<file path="config.mk">
export PLATFORM = sky130hd
export DESIGN_NAME = evict_way_pick
export DESIGN_NICKNAME = d
export VERILOG_FILES = /design/src/rtl/evict_way_pick.sv
export SDC_FILE = /design/constraint.sdc
export NUM_CORES = 1
export LEC_CHECK = 0
export BUFFER_PORTS_ARGS = -buffer_cell sky130_fd_sc_hd__buf_2
export CORE_ASPECT_RATIO = 1.25
export CORE_MARGIN = 8
export CORE_UTILIZATION = 58
export CTS_CLUSTER_SIZE = 16
export DETAILED_ROUTE_END_ITERATION = 8
export GPL_ROUTABILITY_DRIVEN = 0
export GPL_TIMING_DRIVEN = 0
export PLACE_DENSITY_LB_ADDON = 0.2
export SLEW_MARGIN = 20
export SYNTH_ARGS = -nofsm -noshare
export SYNTH_HDL_FRONTEND = slang
export SYNTH_SLANG_ARGS = --single-unit
</file>
<file path="constraint.sdc">
create_clock -name clk -period 7.1 [get_ports clk]
set_clock_uncertainty 0.05 [all_clocks]
set_input_delay 1.065 -clock clk [delete_from_list [all_inputs] [get_ports clk]]
set_output_delay 1.065 -clock clk [all_outputs]
set_load 0.02 [all_outputs]
</file>
<file path="src/rtl/evict_way_pick.sv">
module evict_way_pick #(
  parameter int WAYS  = 8,
  parameter int CORES = 4,
  localparam int SRCS  = CORES + 1,
  localparam int SRC_W = $clog2(SRCS),
  localparam int WAY_W = (WAYS > 1) ? $clog2(WAYS) : 1
) (
  input  logic             clk,
  input  logic             rst_n,
  input  logic             mcfg_we,
  input  logic [SRC_W-1:0] mcfg_sel,
  input  logic [WAYS-1:0]  mcfg_mask,
  input  logic             req_vld,
  input  logic [SRC_W-1:0] req_src,
  input  logic [WAYS-1:0]  set_valid,
  input  logic [WAYS-1:0]  set_lock,
  input  logic [WAYS-1:0]  set_use,
  output logic             pick_vld,
  output logic [WAY_W-1:0] pick_way,
  output logic             pick_none,
  output logic [WAYS-1:0]  use_clr
);

  logic [SRCS-1:0][WAYS-1:0] mask_q;

  function automatic logic [WAY_W-1:0] lowest(input logic [WAYS-1:0] v);
    logic [WAY_W-1:0] r;
    r = '0;
    for (int i = WAYS - 1; i >= 0; i--)
      if (v[i]) r = WAY_W'(i);
    return r;
  endfunction

  wire             wr_ok    = mcfg_we && !(&mcfg_mask) && (int'(mcfg_sel) < SRCS);
  wire [WAYS-1:0]  src_mask = (int'(req_src) < SRCS) ? mask_q[req_src] : {WAYS{1'b1}};
  wire [WAYS-1:0]  cand     = ~src_mask & ~set_lock;
  wire [WAYS-1:0]  empty_c  = cand & ~set_valid;
  wire [WAYS-1:0]  cold_c   = cand & set_valid & ~set_use;

  logic [WAY_W-1:0] nxt_way;
  logic [WAYS-1:0]  nxt_clr;
  always_comb begin
    nxt_clr = '0;
    if (empty_c != '0)     nxt_way = lowest(empty_c);
    else if (cold_c != '0) nxt_way = lowest(cold_c);
    else begin
      nxt_way = lowest(cand);
      nxt_clr = cand;
    end
  end

  always_ff @(posedge clk) begin
    if (!rst_n) begin
      mask_q    <= '0;
      pick_vld  <= 1'b0;
      pick_way  <= '0;
      pick_none <= 1'b0;
      use_clr   <= '0;
    end else begin
      if (wr_ok) mask_q[mcfg_sel] <= mcfg_mask;
      pick_vld <= req_vld;
      if (req_vld) begin
        pick_none <= (cand == '0);
        pick_way  <= (cand == '0) ? '0 : nxt_way;
        use_clr   <= (cand == '0) ? '0 : nxt_clr;
      end
    end
  end

  a_r3_masked_never_picked: assert property (@(posedge clk) disable iff (!rst_n)
    pick_vld && !pick_none && $past(rst_n) |-> !(($past(src_mask) >> pick_way) & 1));
  a_r4_locked_never_picked: assert property (@(posedge clk) disable iff (!rst_n)
    pick_vld && !pick_none && $past(rst_n) |-> !(($past(set_lock) >> pick_way) & 1));
  a_r5_full_block_refused: assert property (@(posedge clk) disable iff (!rst_n)
    mcfg_we && (&mcfg_mask) |=> $stable(mask_q));
  a_r8_clear_covers_victim: assert property (@(posedge clk) disable iff (!rst_n)
    pick_vld && (use_clr != '0) |-> ((use_clr >> pick_way) & 1) && $past(&(set_use | ~cand)));
  a_r9_none_is_quiet: assert property (@(posedge clk) disable iff (!rst_n)
    pick_vld && pick_none |-> use_clr == '0 && pick_way == '0);
  a_r10_one_cycle_latency: assert property (@(posedge clk) disable iff (!rst_n)
    $past(rst_n) |-> pick_vld == $past(req_vld));

endmodule

</file>
==> results of run 1 <==
cells in the final DEF (no fill, tap or decap), types with 2 or more instances in the layout:
master | netlist | final
a2111oi_0 | 10 | 10
a211o_1 | 2 | 2
a211oi_1 | 2 | 2
a21oi_1 | 4 | 4
and2_1 | 9 | 9
and2b_1 | 8 | 8
buf_2 | 2 | 56
buf_4 | 2 | 2
buf_6 | 3 | 3
clkbuf_1 | 7 | 8
clkbuf_8 | 0 | 5
clkinv_2 | 0 | 2
dfxtp_1 | 53 | 53
inv_1 | 15 | 15
mux2i_1 | 43 | 43
nand2_1 | 5 | 5
nand2b_1 | 5 | 5
nand4_1 | 4 | 4
nor2_1 | 56 | 56
nor2b_1 | 5 | 5
nor3_1 | 8 | 8
nor3_2 | 5 | 5
nor3b_1 | 2 | 2
nor4b_1 | 2 | 2
o21ai_0 | 7 | 7
o22ai_1 | 12 | 12
o22ai_2 | 2 | 2
o32ai_1 | 5 | 5
or2_2 | 2 | 2
or3_1 | 3 | 3
or4_1 | 2 | 2
metrics by stage:
step / setup slack [ns] / hold WS [ns] / util / power [uW] / std cells
floorplan: 3.81 / 0.405 / - / 385 / 307
global placement: 3.36 / 0.384 / 0.663 / 423 / 421
detailed placement: 3.33 / 0.395 / 0.663 / 425 / 421
CTS: 3.64 / 0.417 / 0.680 / 586 / 429
global route: 3.45 / 0.453 / 0.682 / 610 / 429
finish: 3.62 / 0.412 / 0.682 / 583 / 429
logic make-up (layout without fill, tap and decap cells):
| logic type | count (synthesis) | count (layout) | share of synthesized area |
|---|---|---|---|
| and+or+nand+nor | 124 | 124 | 0.242 |
| AOI/OAI and AO/OA | 56 | 56 | 0.157 |
| DFF | 53 | 53 | 0.387 |
| muxes | 44 | 44 | 0.161 |
| buffers and inverters | 30 | 92 | 0.0529 |
worst max path at each step:
stage / from / to / cells past startpoint
after global placement: req_src[0] / use_clr[6]$_SDFFE_PN0P_ / 11
after global routing: req_src[0] / use_clr[3]$_SDFFE_PN0P_ / 11
final: req_src[0] / use_clr[4]$_SDFFE_PN0P_ / 11
after floorplan: req_src[0] / use_clr[5]$_SDFFE_PN0P_ / 10
after detailed placement: req_src[1] / use_clr[4]$_SDFFE_PN0P_ / 10
after CTS: req_src[1] / use_clr[4]$_SDFFE_PN0P_ / 10
metal layers:
metal,GRT usage,part of all wire,vias to the layer above
li1,-,-,1231
met1,0.213,0.39,1162
met2,0.353,0.52,65
met3,0.0581,0.068,8
met4,0.0915,0.016,0
met5,0,0,-
critical path, stage by stage:
cell and delay [ns]:
buf_2 0.13, buf_6 0.14, and2b_1 0.18, a2111oi_0 0.05, nor3_2 0.51, o22ai_1 0.24, or4_4 0.58, or3_1 0.40
buf_6 0.15, o22ai_1 0.10, and2_1 0.13
layout make-up:
cell class	instances	area [um^2]
Buffer	14	85.1
Inverter	16	60.1
Tap cell	60	75.1
Sequential cell	53	1060
Fill cell	389	1480
Clock inverter	2	10.0
Clock buffer	6	72.6
Timing Repair Buffer	54	270
Multi-Input combinational cell	224	1540
power groups by stage:
stage	Combinational [uW]	Sequential, uW	Clock (uW)
after global routing	121	310	179
after global placement	107	316	0
after floorplan	64.9	320	0
final	110	309	164
after detailed placement	109	316	0
after CTS	109	309	167
state kept, by name, summed over array words and instances, names as in the netlist:
register and count:
use_clr 8, mask_q 40, pick_none 1, pick_vld 1, pick_way 3
==> key figures, run 1 <==
Outcome
  • Status: complete, no violations

Worst setup path
  • Setup crit end kind: flip-flop
  • R2r worst-path depth: 9
  • Flop-to-flop setup slack: 4.39 ns
  • Type of origin of the critical path: input pin
  • CP max FO: 10
  • WP data required: 7.30 ns
  • CP arrival: 3.69 ns
  • Beginning of the worst register-to-register path: mask_q[21]$_SDFFE_PN0P_
  • Reg-to-reg endpoint: use_clr[4]$_SDFFE_PN0P_
  • WS Path Type: input pin to flip-flop

Clock network
  • # H-tree levels: 2
  • Clock root buffer: clkbuf_8
  • TritonCTS clock tree: done
  • Clock-pin slew on the worst setup and hold paths: 0.09 ns
  • CTS Sinks: 53
  • Setup Buffers After CTS: 0
  • Clock latency on the worst-skew pair: 0.30 ns
  • Post-cts hold buffer count: 0
  • Num CTS Buffers: 5
  • Max clock buf depth: 2
  • Cts repair resizes: 0

STA
  • RSZ-0062 raised after global routing: false
  • Final worst path period share: 0.491
  • Setup Viol. Count Final: 0
  • Fin. max-slew vios: 0
  • Setup tns final: 0 ns
  • Slew margin rel.: 0.304
  • Worst slew pin tran: 1.04 ns
  • Min Tclk post-route: 3.48 ns
  • Hold Fails Final Rpt: 0
  • Maximum achievable frequency: 287 MHz

Logic synthesis
  • Share of the synthesized area in the top cell type: 0.387
  • Most used DFF post-synth: dfxtp_1
  • Yosys top cell by area: dfxtp_1
  • Ys Warns: 0
  • Synthesized net count: 349
  • Syn Inst Count: 307
  • Async SR Flop Fraction: 0
  • Top area cells in the synthesized netlist: dfxtp_1 39%, mux2i_1 16%, nor2_1 7.7%, a2111oi_0 3.2%, o22ai_1 2.7%
  • Cell variety after synth: 51
  • Post-Syn Area: 2740 um^2
  • EDFF count, synth: 0
  • Top cells by count, synth: 56 x nor2_1, 53 x dfxtp_1, 43 x mux2i_1
  • Synth Register Bits: 53
  • Top-count cell post-synth: nor2_1
  • Sequential share of the synthesized area: 0.387
  • Mean post-synth cell area: 8.93 um^2

Final layout
  • Nets: 410
  • Layout cells sized above 1: 0.222
  • Ant. Diodes: 0
  • Fin area: 3180 um^2
  • Area growth, synth to finish: 15.8%

Die
  • Starting density of the core: 0.589
  • Core footprint: 4660 um^2
  • I/O Pins: 55
  • Die W: 77.5 um
  • Full die area: 7200 um^2
  • Die Ht: 92.9 um
  • Row count: 28

Pwr
  • Static Leak: 0.00145 uW
  • Seq pwr share: 0.530
  • Comb pwr share: 0.188
  • Worst vdd ir: 0.159 mV
  • Switching Share: 0.281
  • Net Sw Power: 164 uW
  • Int Pwr: 419 uW
  • Power per standard cell area: 184 nW/um^2
  • Clk pwr share: 0.282

Routing
  • WL/cell: 16.4 um
  • Drt pass-1 iters: 4
  • Final WL: 7050 um
  • DRC viols: 0
  • Antenna viol nets, final: 0
  • Initial DRC Count: 107
  • Via Count: 2466
  • Average vias per placed instance: 5.75

GRT
  • Total GRT Usage: 0.199
  • Largest net degree at the start of global routing: 16
  • Initial antenna violation count: 0
  • GRT overflow: 0
  • Global-route wire length before repair: 11600 um
  • Vias in the first global route: 2488

Hold path
  • Hold Path Depth: 1
  • Hold worst-path end: pick_way[2]$_SDFFE_PN0P_
  • Worst hold path class: flip-flop to flip-flop
  • Hold Startpoint: pick_way[2]$_SDFFE_PN0P_

Placement
  • Placed inst area: 3090 um^2
  • Port Buf Inserts: 54
  • Post-DP HPWL: 5320 um

Run
  • Max_cap viols: 0
No activity file was read; power rests on OpenSTA's default activity.
==> run 2: changes to the inputs <==
CORE_UTILIZATION = 55   (was 58)
clock period = 3.25 ns   (was 7.1 ns; I/O delays follow)
==> run 2 against run 1 <==
Against the previous run:
- die area up 4.4%
- power up 130%
- hold slack worse by 0.019 ns
- largest power group unchanged
- sequential share of layout area decreased by 0.20 points
- sequential power grew 120%
- first-iteration DRC count grew 53%
- combinational power increased by 120%
- largest cell class unchanged
- critical path depth unchanged
- non-clock buffer count unchanged
==> key figures, run 2 (synthesis gave the netlist of run 1 again) <==
Clock network
  • Post-cts hold buffer count: 0
  • Setup Buffers After CTS: 0
  • CTS Sinks: 53
  • Cts repair resizes: 0
  • Clock root buffer: clkbuf_8
  • Num CTS Buffers: 5
  • Clock latency on the worst-skew pair: 0.31 ns
  • Max clock buf depth: 2
  • Clock-pin slew on the worst setup and hold paths: 0.09 ns
  • TritonCTS clock tree: done
  • # H-tree levels: 2

Worst setup path
  • Setup crit end kind: flip-flop
  • Type of origin of the critical path: input pin
  • WP data required: 3.46 ns
  • CP max FO: 10
  • Worst path cell trace: buf_2, buf_6, and2b_1, a2111oi_0, nor3_2, o22ai_1, or4_4, or3_1, buf_6, o22ai_1, and2_1
  • CP top delay family: simple AND/OR/NAND/NOR gates
  • Crit path largest cell delay: 0.58 ns
  • Slowest cell on crit path: or4_4
  • Beginning of the worst register-to-register path: mask_q[21]$_SDFFE_PN0P_
  • CP arrival: 3.11 ns
  • WS Path Type: input pin to flip-flop
  • Bufs and invs on worst path: 3
  • CP Launch Point: req_src[0]
  • Flop-to-flop setup slack: 0.52 ns

Final layout
  • Fin area: 3200 um^2
  • Biggest register: mask_q
  • Nets: 410
  • Most frequent cells in the layout: 56 x nor2_1, 56 x buf_2, 53 x dfxtp_1
  • Layout cells sized above 1: 0.225
  • Fin util: 0.671
  • Storage cell area: 1060 um^2
  • Largest register FFs: 40
  • Fill count: 419
  • Area growth, synth to finish: 16.5%
  • Ant. Diodes: 0
  • Multi-input logic area: 1540 um^2
  • Top Registers: mask_q x40, use_clr x8, pick_way x3

Die
  • Full die area: 7520 um^2
  • I/O Pins: 55
  • Core footprint: 4760 um^2
  • Starting density of the core: 0.576
  • Row count: 28
  • Die Ht: 95.0 um
  • Die W: 79.2 um

GRT
  • Vias in the first global route: 2476
  • Initial antenna violation count: 0
  • Largest net degree at the start of global routing: 16
  • GRT overflow: 0
  • Global-route wire length before repair: 11800 um
  • Total GRT Usage: 0.198

STA
  • Worst slew pin tran: 1.02 ns
  • Min Tclk post-route: 2.90 ns
  • RSZ-0062 raised after global routing: false
  • Setup tns final: 0 ns
  • Final worst path period share: 0.893
  • Slew margin rel.: 0.314
  • Fin. max-slew vios: 0
  • Maximum achievable frequency: 345 MHz
  • Setup Viol. Count Final: 0
  • Hold Fails Final Rpt: 0

Routing
  • Drt pass-1 iters: 4
  • Final WL: 7300 um
  • Via Count: 2494
  • Initial DRC Count: 164
  • Antenna viol nets, final: 0
  • DRC viols: 0
  • Average vias per placed instance: 5.81
  • WL/cell: 17.0 um

Run
  • Max_cap viols: 0

Outcome
  • Status: complete, no violations

Pwr
  • Worst vdd ir: 0.342 mV
  • Power per standard cell area: 415 nW/um^2
  • Static Leak: 0.00146 uW

Hold path
  • Hold Startpoint: rst_n
  • Worst hold path class: input pin to flip-flop

Placement
  • Placed inst area: 3090 um^2
  • Port Buf Inserts: 54
  • Post-DP HPWL: 5370 um
-- run 2: cell types whose count changed in the layout (fill, tap and decap cells not counted), sizes merged --
cell    previous run  this run
clkinv             3         2
clkbuf            13        14
-- run 2: worst register-to-register path, stage by stage (launching register included) --
cell and delay, ns:
dfxtp_1 0.35, and2b_1 0.12, a2111oi_0 0.06, nor3_2 0.50, o22ai_1 0.23, or4_4 0.58, or3_1 0.40, buf_6 0.15
o22ai_1 0.11, and2_1 0.14
-- run 2: worst paths after layout --
check | depth (start not counted) | to
hold / removal | 2 | pick_way[0]$_SDFFE_PN0P_
setup / recovery | 11 | use_clr[3]$_SDFFE_PN0P_
setup reg to reg | 9 | use_clr[3]$_SDFFE_PN0P_
hold reg to reg | 1 | pick_way[2]$_SDFFE_PN0P_
-- run 2: metrics by stage --
stage / hold WS, ns / power (uW) / worst slack, ns / std cells
2_1_floorplan: 0.405 / 841 / 0.533 / 307
3_3_place_gp: 0.383 / 924 / 0.0810 / 421
3_5_place_dp: 0.393 / 927 / 0.0212 / 421
4_1_cts: 0.392 / 1330 / 0.338 / 429
5_1_grt: 0.406 / 1380 / 0.183 / 429
6_report: 0.393 / 1330 / 0.348 / 429
-- run 2: layout make-up --
type,count,share of cell area
sequential,53,0.332
clock inverter,1,0.00157
inverter,16,0.0188
timing repair buffer,54,0.0846
multi-input combinational,224,0.483
tap,60,0.0235
clock buffer,7,0.0301
buffer,14,0.0266
-- run 2: report_power, final --
part           internal, uW  switching [uW]  total [uW]
Combinational          98.8             142         240
Sequential              667            8.26         676
Clock                   193             218         411
-- run 2: metal layers --
layer  track usage  vias up  share of wire
met3        0.0466        8          0.059
met2         0.369       73           0.53
met4        0.0836        0          0.013
met5             0        -              0
li1              -     1222              -
met1         0.206     1191           0.40
